## src/rtl/cdb_pkg.sv

```systemverilog
package cdb_pkg;
    parameter int CODE_W   = 4;
    parameter int RATIO_W  = 6;
    parameter int NCH      = 4;
    parameter int DATA_W   = 32;
    parameter int FIELD_HI = 8;   // lsb of the highest shared field
    parameter int STOP_BIT = 8;   // stop bit in the gated register

    typedef enum logic [1:0] {TBL_MAIN, TBL_SD, TBL_GATED} tbl_e;

    typedef struct packed {
        logic               ok;
        logic [RATIO_W-1:0] n;
    } ratio_t;

    function automatic ratio_t base_ratio(input logic [CODE_W-1:0] c);
        ratio_t r;
        r.ok = 1'b1;
        case (c)
            4'd0:    r.n = RATIO_W'(2);
            4'd1:    r.n = RATIO_W'(3);
            4'd2:    r.n = RATIO_W'(4);
            4'd3:    r.n = RATIO_W'(6);
            4'd4:    r.n = RATIO_W'(8);
            4'd5:    r.n = RATIO_W'(12);
            4'd6:    r.n = RATIO_W'(16);
            4'd7:    r.n = RATIO_W'(18);
            4'd8:    r.n = RATIO_W'(24);
            4'd10:   r.n = RATIO_W'(36);
            4'd11:   r.n = RATIO_W'(48);
            default: begin r.ok = 1'b0; r.n = RATIO_W'(2); end
        endcase
        return r;
    endfunction

    function automatic ratio_t decode(input tbl_e t, input logic [CODE_W-1:0] c);
        ratio_t r;
        r = base_ratio(c);
        case (t)
            TBL_SD: begin
                if (c < CODE_W'(4)) r.ok = 1'b0;
                if (c == CODE_W'(12)) begin
                    r.ok = 1'b1;
                    r.n  = RATIO_W'(10);
                end
            end
            TBL_GATED: if (c == '0) r.ok = 1'b0;
            default: ;
        endcase
        return r;
    endfunction

    function automatic tbl_e chan_table(input int i);
        if (i == 0)       return TBL_MAIN;
        if (i == NCH - 1) return TBL_GATED;
        return TBL_SD;
    endfunction

    function automatic logic [CODE_W-1:0] reset_code(input tbl_e t);
        case (t)
            TBL_MAIN: return CODE_W'(0);
            TBL_SD:   return CODE_W'(4);
            default:  return CODE_W'(1);
        endcase
    endfunction

    // lsb of a channel's field; the gated channel sits at the bottom of its own word
    function automatic int field_lsb(input int i);
        if (i == NCH - 1) return 0;
        return FIELD_HI - CODE_W * i;
    endfunction
endpackage

```

## src/rtl/cdb_regs.sv

```systemverilog
module cdb_regs
    import cdb_pkg::*;
(
    input  logic                          clk,
    input  logic                          rst,
    input  logic                          wr_en,
    input  logic                          wr_sel,
    input  logic [DATA_W-1:0]             wr_data,
    output logic [NCH-1:0][CODE_W-1:0]    code_q,
    output logic                          gate_q
);
    always_ff @(posedge clk) begin
        if (rst) begin
            for (int i = 0; i < NCH; i++) code_q[i] <= reset_code(chan_table(i));
            gate_q <= 1'b0;
        end else if (wr_en) begin
            if (!wr_sel) begin
                for (int i = 0; i < NCH - 1; i++)
                    code_q[i] <= wr_data[field_lsb(i) +: CODE_W];
            end else begin
                code_q[NCH-1] <= wr_data[field_lsb(NCH-1) +: CODE_W];
                gate_q        <= wr_data[STOP_BIT];
            end
        end
    end
endmodule

```

## src/rtl/cdb_decode.sv

```systemverilog
module cdb_decode
    import cdb_pkg::*;
#(
    parameter tbl_e TBL = TBL_MAIN
) (
    input  logic [CODE_W-1:0] code,
    output ratio_t            ratio
);
    always_comb ratio = decode(TBL, code);
endmodule

```

## src/rtl/cdb_chan.sv

```systemverilog
module cdb_chan #(
    parameter int               RATIO_W = 6,
    parameter logic [RATIO_W-1:0] RST_N = RATIO_W'(2)
) (
    input  logic               clk,
    input  logic               rst,
    input  logic               code_ok,
    input  logic [RATIO_W-1:0] n_new,
    input  logic               run,
    output logic               tick
);
    logic [RATIO_W-1:0] cnt;
    logic [RATIO_W-1:0] n_act;
    logic               live;
    logic               term;

    assign term = (cnt == n_act - RATIO_W'(1));
    assign tick = live && term;

    always_ff @(posedge clk) begin
        if (rst) begin
            live  <= 1'b1;
            n_act <= RST_N;
            cnt   <= '0;
        end else if (!code_ok || !run) begin
            live <= 1'b0;
            cnt  <= '0;
        end else if (!live) begin
            live  <= 1'b1;
            n_act <= n_new;
            cnt   <= '0;
        end else if (term) begin
            n_act <= n_new;      // new ratio only at period boundary
            cnt   <= '0;
        end else begin
            cnt <= cnt + RATIO_W'(1);
        end
    end
endmodule

```

## src/rtl/clkdiv_code_bank.sv

```systemverilog
module clkdiv_code_bank
    import cdb_pkg::*;
(
    input  logic              clk,
    input  logic              rst,
    input  logic              wr_en,
    input  logic              wr_sel,
    input  logic [31:0]       wr_data,
    output logic [3:0]        tick,
    output logic [3:0]        code_bad
);
    logic [NCH-1:0][CODE_W-1:0] code_q;
    logic                       gate_q;

    cdb_regs u_regs (
        .clk    (clk),
        .rst    (rst),
        .wr_en  (wr_en),
        .wr_sel (wr_sel),
        .wr_data(wr_data),
        .code_q (code_q),
        .gate_q (gate_q)
    );

    for (genvar g = 0; g < NCH; g++) begin : g_ch
        localparam tbl_e   T   = chan_table(g);
        localparam ratio_t RST = decode(T, reset_code(T));
        ratio_t r;
        logic   run;

        cdb_decode #(.TBL(T)) u_dec (
            .code (code_q[g]),
            .ratio(r)
        );

        if (g == NCH - 1) begin : g_gated
            assign run = !gate_q;
        end else begin : g_free
            assign run = 1'b1;
        end

        cdb_chan #(.RATIO_W(RATIO_W), .RST_N(RST.n)) u_chan (
            .clk    (clk),
            .rst    (rst),
            .code_ok(r.ok),
            .n_new  (r.n),
            .run    (run),
            .tick   (tick[g])
        );

        assign code_bad[g] = !r.ok;
    end
endmodule

```

## config.mk

```make
export PLATFORM = sky130hd
export DESIGN_NAME = clkdiv_code_bank
export DESIGN_NICKNAME = d
export VERILOG_FILES = /design/src/rtl/cdb_pkg.sv /design/src/rtl/cdb_regs.sv /design/src/rtl/cdb_decode.sv /design/src/rtl/cdb_chan.sv /design/src/rtl/clkdiv_code_bank.sv
export SDC_FILE = /design/constraint.sdc
export NUM_CORES = 1
export LEC_CHECK = 0
export ABC_CLOCK_PERIOD_IN_PS = 4800
export BUFFER_PORTS_ARGS = -buffer_cell sky130_fd_sc_hd__clkbuf_2
export CELL_PAD_IN_SITES_DETAIL_PLACEMENT = 0
export CELL_PAD_IN_SITES_GLOBAL_PLACEMENT = 2
export CORE_MARGIN = 2
export CORE_UTILIZATION = 34
export CTS_BUF_LIST = sky130_fd_sc_hd__clkbuf_4
export DETAILED_ROUTE_END_ITERATION = 8
export PLACE_DENSITY = 0.78
export REMOVE_ABC_BUFFERS = 1
export SLEW_MARGIN = 20
export SYNTH_ARGS = -nofsm -noshare
export SYNTH_HDL_FRONTEND = slang
export SYNTH_SLANG_ARGS = --single-unit
```

## constraint.sdc

```tcl
create_clock -name clk -period 4.8 [get_ports clk]
set_input_delay 0.24 -clock clk [delete_from_list [all_inputs] [get_ports clk]]
set_output_delay 0.24 -clock clk [all_outputs]
set_load 0.02 [all_outputs]
```

==> results of run 1 <==
cells in the mapped netlist (2+ instances only):
cell type / count / area (sq um)
o2111ai_1: 2 / 17.5
a311o_1: 2 / 20.0
or2_2: 2 / 12.5
a22oi_1: 2 / 15.0
a31oi_1: 5 / 31.3
inv_1: 19 / 71.3
edfxtp_1: 8 / 240
nand3_1: 15 / 75.1
o211ai_1: 4 / 30.0
nor3b_1: 7 / 52.6
nand2b_1: 5 / 31.3
nand2_1: 46 / 173
buf_4: 4 / 30.0
a21oi_1: 20 / 100
and3_1: 10 / 62.6
and2_1: 6 / 37.5
ha_1: 8 / 100
xnor2_1: 24 / 210
o21ba_2: 2 / 20.0
a211oi_1: 4 / 30.0
and4_1: 2 / 17.5
a32oi_1: 2 / 17.5
dfxtp_1: 61 / 1220
buf_2: 5 / 25.0
or4_1: 3 / 22.5
o21ai_0: 11 / 55.1
xor2_1: 21 / 184
nor2b_1: 15 / 93.8
mux2_2: 4 / 45.0
mux2i_1: 8 / 80.1
nor2_1: 49 / 184
clkbuf_1: 15 / 56.3
nor3_1: 12 / 60.1
nor4_1: 13 / 81.3
o21a_1: 2 / 15.0
a221oi_1: 5 / 43.8
buf_1: 3 / 11.3
a32o_1: 2 / 20.0
metal layers:
metal | up-vias | part of all wire | wire length [um] | track usage
met2 | 34 | 0.45 | 3610 | 0.229
met5 | - | 0 | 0 | 0
met3 | 6 | 0.034 | 268 | 0.0368
met1 | 1407 | 0.50 | 4020 | 0.192
met4 | 0 | 0.0098 | 78 | 0.0542
li1 | 1611 | - | - | -
worst max-delay path, cell delays in order, from the launching register on:
cell	delay [ps]
dfxtp_1	380
or4_1	570
or3_4	370
a211o_2	400
nor3b_1	190
clkbuf_2	200
path summary, 6_finish.rpt:
| kind | startpoint | endpoint | slack, ps |
|---|---|---|---|
| setup / recovery | g_ch[0].u_chan.n_act[3] | tick[0] | 2010 |
| hold / removal | wr_data[6] | u_regs.code_q[6] | 30 |
| setup reg to reg | g_ch[1].u_chan.n_act[0] | g_ch[1].u_chan.n_act[4] | 2120 |
| hold reg to reg | u_regs.gate_q | u_regs.gate_q | 470 |
power by group:
| group | switching, mW | internal (mW) | total, mW |
|---|---|---|---|
| registers | 0.0762 | 0.647 | 0.723 |
| clock network | 0.221 | 0.314 | 0.535 |
| logic | 0.298 | 0.217 | 0.515 |
registers in the layout (all words and copies together), names as in the netlist:
register / count
u_regs.code_q: 16
g_ch.u_chan.live: 4
u_regs.gate_q: 1
g_ch.u_chan.cnt: 24
g_ch.u_chan.n_act: 24
area by class of cell:
class,instances,area [sq um],area share
tap,140,175,0.0413
inverter,20,75.1,0.0177
sequential,69,1460,0.345
timing repair buffer,29,168,0.0395
multi-input combinational,335,2160,0.509
clock buffer,9,67.6,0.0159
clock inverter,7,138,0.0324
cell families (layout without fill, tap and decap cells):
logic type                 count (synthesis)  after routing
AOI/OAI and AO/OA                         79             79
xor gates and xnor gates                  45             45
adders and majority gates                  8              8
buffers and inverters                     47             65
DFF                                       69             69
muxes                                     12             12
and+or+nand+nor                          191            191
stage by stage:
stage | std cells | utilization | hold slack [ps]
detailed placement | 590 | 0.368 | 451
finish | 609 | 0.390 | 33.8
CTS | 609 | 0.390 | 2.25
global route | 609 | 0.390 | 34.3
global placement | 590 | 0.368 | 447
floorplan | 424 | - | 309
==> summary.md, run 1 <==
| Metric | Value |
|---|---|
| Status | finished clean |
| Post-route ant nets | 0 |
| Final Net Count | between 500 and 600 |
| Yosys cell types | around 60 |
| R2r worst-path depth | 7 |
| Worst-Skew Late Latency | ~430 ps |
| TNS Setup | 0 ps |
| Yosys warns | 0 |
| Synth Area in Compound Gates | 0.153 |
| Diode count | 0 |
| Detailed Place HPWL | 5610 um |
| Commonest non-fill, non-tap cell in the layout | dfxtp_1 |
| H-tree depth | 3 |
| Starting density of the core | 0.350 |
| DRT Wirelength | between 7000 and 8000 um |
| Post-Synth Simple-Gate Area | 0.250 |
| Crit Path Max Fanout | 5 |
| First-pass GRT wire length | around 14000 um |
| Clock Path Buffers | 2 |
| Worst Setup End Kind | output pin |
| Leak Pwr | roughly 1.6 nW |
| Final instance area | about 4200 sq um |
| Min Tclk post-route | about 2800 ps |
| 1st-iter DRT viols | 73 |
| Startpoint Class | flip-flop |
| Layout area overhead | 11.1% |
| Commonest non-fill, non-tap cells in the layout | 61 x dfxtp_1, 49 x nor2_1, 46 x nand2_1 |
| Largest net degree at the start of global routing | 45 |
| Fill count | roughly 1100 |
| Main synth FF type | dfxtp_1 |
| Rows | 38 |
| I/O Buffers | 23 |
| Clk pin slew, worst setup/hold paths | 130 ps |
| DR DRC count | 0 |
| DR pass1 iterations | 4 |
| Synthesized instance count | 451 |
| Core area | roughly 11000 sq um |
| Pre-CTS WS | ~2100 ps |
| Synth Register Bits | 69 |
| Arrival time worst endpoint | around 2600 ps |
| Max cap viols | 0 |
| Via density | approximately 5 |
| Final Hold Viols | 0 |
| Hold Path Depth | 3 |
| Die span in x | about 110 um |
| Hold WC Path Type | input port to flip-flop |
| Measured slew at the worst slew-check pin | a little under 900 ps |
| Pwr Density | 418 nW/um^2 |
| Initial antenna violation count | 0 |
| Postcts setup bufs | 0 |
| Final Power | 1.77 mW |
| Async set-reset flop share out of synthesis | 0 |
| Clock net sink count | 69 |
| Root Buffer Master | clkbuf_4 |
| CP Data Required Time | approximately 4600 ps |
| Clock Skew | around 14 ps |
| Setup CP Type | flip-flop to output pin |
| Setup violators final | 0 |
| Number of enable flip-flop cells after synthesis | 8 |
| Gr ovfl total | 0 |
| Die Footprint | about 12000 sq um |
| Largest family of logic cells by synthesized area | simple AND/OR/NAND/NOR gates |
| Layout cell share with drive strength beyond 1 | 0.115 |
| CTS Hold Bufs | 3 |
| RSZ-0062 raised after global routing | false |
| Adder-Cell Fraction of Synth Area | 0.0262 |
| Synth Area in XOR/XNOR | 0.103 |
| Cell area after synthesis | ~3800 sq um |
| Max-slew violation count | 0 |
| Max frequency | 358 MHz |
| Fin crit share | 0.582 |
| Register area share after synthesis | 0.383 |
| Vias in the first global route | 2956 |
| Max_slew headroom | 0.408 |
| Vias | 3058 |
| # IOs | 44 |
| Post-synthesis mux area share | 0.0328 |
| CTS buffer count | 9 |
| Area post-placement | between 4000 and 5000 sq um |
| GP Congestion | roughly 0.77 |
| Syn avg cell area | 8.46 sq um |
| Cts repair resizes | 0 |
| Post-route setup slack | 2010 ps |
| Max rail drop VDD | around 120 uV |
| DR WL/cell | approximately 13 um |
| CTS tree | yes |
| Die span in y | ~110 um |
| Tot GR Track Use | 0.146 |
(Power assumes the default switching activity.)
==> inputs of run 2 (changes only) <==
--- a/config.mk
+++ b/config.mk
@@ -5,15 +5,15 @@
 export SDC_FILE = /design/constraint.sdc
 export NUM_CORES = 1
 export LEC_CHECK = 0
-export ABC_CLOCK_PERIOD_IN_PS = 4800
+export ABC_CLOCK_PERIOD_IN_PS = 2500
 export BUFFER_PORTS_ARGS = -buffer_cell sky130_fd_sc_hd__clkbuf_2
 export CELL_PAD_IN_SITES_DETAIL_PLACEMENT = 0
 export CELL_PAD_IN_SITES_GLOBAL_PLACEMENT = 2
 export CORE_MARGIN = 2
-export CORE_UTILIZATION = 34
+export CORE_UTILIZATION = 33
 export CTS_BUF_LIST = sky130_fd_sc_hd__clkbuf_4
 export DETAILED_ROUTE_END_ITERATION = 8
-export PLACE_DENSITY = 0.78
+export PLACE_DENSITY = 0.79
 export REMOVE_ABC_BUFFERS = 1
 export SLEW_MARGIN = 20
 export SYNTH_ARGS = -nofsm -noshare
==> constraint.sdc (replaced) <==
create_clock -name clk -period 2.5 [get_ports clk]
set_input_delay 0.125 -clock clk [delete_from_list [all_inputs] [get_ports clk]]
set_output_delay 0.125 -clock clk [all_outputs]
set_load 0.02 [all_outputs]
==> run 2 against run 1 <==
Compared with the run above: setup slack lost 2000 ps; first-iteration DRC count shrank 4.1%; final cell count grew 3.1%; critical endpoint unchanged; largest power group unchanged; highest routed layer unchanged.
==> summary.md, run 2 (synthesized netlist as in run 1, its figures left out) <==
| Metric | Value |
|---|---|
| CTS buffer count | 9 |
| CTS tree | yes |
| DRT Wirelength | just over 8000 um |
| Pwr Density | a little over 700 nW/um^2 |
| I/O Buffers | 23 |
| Setup CP Type | flip-flop to output pin |
| Status | finished clean |
| Crit Path Max Fanout | 2 |
| Max cap viols | 0 |
| Reg power frac | 0.449 |
| Max frequency | ~410 MHz |
| Hold WC Path Type | input port to flip-flop |
| Finished Layout Cells | 628 |
| CP Data Required Time | approximately 2400 ps |
| Top Registers | g_ch.u_chan.cnt (24), g_ch.u_chan.n_act (24), u_regs.code_q (16) |
| Commonest non-fill, non-tap cell in the layout | dfxtp_1 |
| Post-placement cell count | approximately 600 |
| Pre-CTS WS | 241 ps |
| DR pass1 iterations | 4 |
| Post-route ant nets | 0 |
| Vias | approximately 3100 |
| Startpoint Class | flip-flop |
| Clock net sink count | 69 |
| H-tree depth | 3 |
| Layout cell share with drive strength beyond 1 | 0.153 |
| Max-slew violation count | 0 |
| 1st-iter DRT viols | 70 |
| Die Footprint | approximately 12000 sq um |
| Die span in y | roughly 110 um |
| Detailed Place HPWL | ~5900 um |
| Die span in x | between 100 and 150 um |
| Root Buffer Master | clkbuf_4 |
| Clock power frac | 0.189 |
| Leak Pwr | 1.68 nW |
| Worst-Skew Late Latency | approximately 420 ps |
| Tot GR Track Use | 0.137 |
| Clk pin slew, worst setup/hold paths | 110 ps |
| Vias in the first global route | 3029 |
| GP Congestion | 0.798 |
| R2r worst-path depth | 6 |
| Comb pwr share | 0.362 |
| Commonest non-fill, non-tap cells in the layout | 57 x dfxtp_1, 49 x nor2_1, 46 x nand2_1 |
| Final Net Count | 524 |
| Max_slew headroom | 0.438 |
| # IOs | 44 |
| Largest net degree at the start of global routing | 44 |
| Hold Path Depth | 2 |
| Min Tclk post-route | about 2400 ps |
| Starting density of the core | 0.336 |
| Clock Skew | between 10 and 15 ps |
| Start of the worst register-to-register path | g_ch[0].u_chan.n_act[3] |
| First-pass GRT wire length | about 14000 um |
| Net Sw Frac | 0.374 |
| Diode count | 0 |
| DR WL/cell | roughly 13 um |
| Arrival time worst endpoint | 2320 ps |
| R2r endpoint | g_ch[0].u_chan.n_act[1] |
| DR DRC count | 0 |
| Gr ovfl total | 0 |
| Min-delay src | wr_data[10] |
| Clock Path Buffers | 2 |
| RSZ-0062 raised after global routing | true |
| Final Hold Viols | 0 |
| Int Power | 1.95 mW |
| Fin crit share | 0.978 |
| Max rail drop VDD | roughly 220 uV |
| Core area | 11400 sq um |
| Initial antenna violation count | 0 |
| Worst Setup End Kind | output pin |
| Via density | 4.99 |
| R2R Setup Slk | ~150 ps |
| WHS Endpoint | u_regs.code_q[2] |
| Measured slew at the worst slew-check pin | 841 ps |
| Rows | 39 |
| Setup violators final | 0 |
| Post-route setup slack | around 56 ps |
| Switch Pwr | about 1.2 mW |
| Layout area overhead | 14.0% |
## run 2: cell type report
type,instances,area (sq um)
timing repair buffer,45,313
multi-input combinational,335,2210
tap,143,179
clock buffer,9,67.6
sequential,69,1470
fill,1182,7020
inverter,20,75.1
clock inverter,7,32.5
## run 2: critical path: stages, from the launching register on
cell     delay, ps
dfxtp_4        360
or4_4          530
or3_4          350
a211o_4        340
nor3b_2        150
buf_4          160
## run 2: per-layer routing
| layer | track usage | routed length [um] |
|---|---|---|
| met1 | 0.172 | 4040 |
| met2 | 0.223 | 3750 |
| met4 | 0.0749 | 196 |
| met3 | 0.0250 | 160 |
| met5 | 0 | 0 |
## run 2: timing repair
item                       4_1_cts  5_1_grt
pin swaps                        1        0
resized for setup                9        9
hold buffers                    11        0
setup endpoints to repair        3        4
setup buffers                    2        1
hold endpoints to repair        14        0
## run 2: power by group through the flow
stage | Clock, mW | Combinational (mW) | Sequential, mW
global placement | 0 | 1.02 | 1.42
detailed placement | 0 | 1.03 | 1.42
finish | 0.587 | 1.13 | 1.40
floorplan | 0 | 0.788 | 1.38
global route | 0.675 | 1.25 | 1.42
CTS | 0.626 | 1.11 | 1.39
## run 2: worst max-delay path by stage
stage / from / cells after the start / to
after global routing: g_ch[0].u_chan.n_act[3] / 5 / tick[0]
after CTS: g_ch[0].u_chan.n_act[3] / 5 / tick[0]
after detailed placement: g_ch[0].u_chan.n_act[3] / 5 / g_ch[0].u_chan.n_act[2]
after global placement: g_ch[0].u_chan.n_act[3] / 5 / g_ch[0].u_chan.n_act[1]
final: g_ch[0].u_chan.n_act[3] / 5 / tick[0]
after floorplan: g_ch[1].u_chan.n_act[0] / 7 / g_ch[1].u_chan.n_act[4]
## run 2: stage by stage
stage / power, mW / hold WS (ps) / area (sq um) / setup TNS [ps] / utilization
floorplan: 2.16 / 194 / 3690 / 0 / -
global placement: 2.44 / 348 / 4050 / 0 / 0.356
detailed placement: 2.45 / 357 / 4050 / 0 / 0.356
CTS: 3.13 / 0.886 / 4300 / -16.4 / 0.379
global route: 3.35 / 5.90 / 4350 / -47.6 / 0.383
finish: 3.11 / 27.8 / 4350 / 0 / 0.383
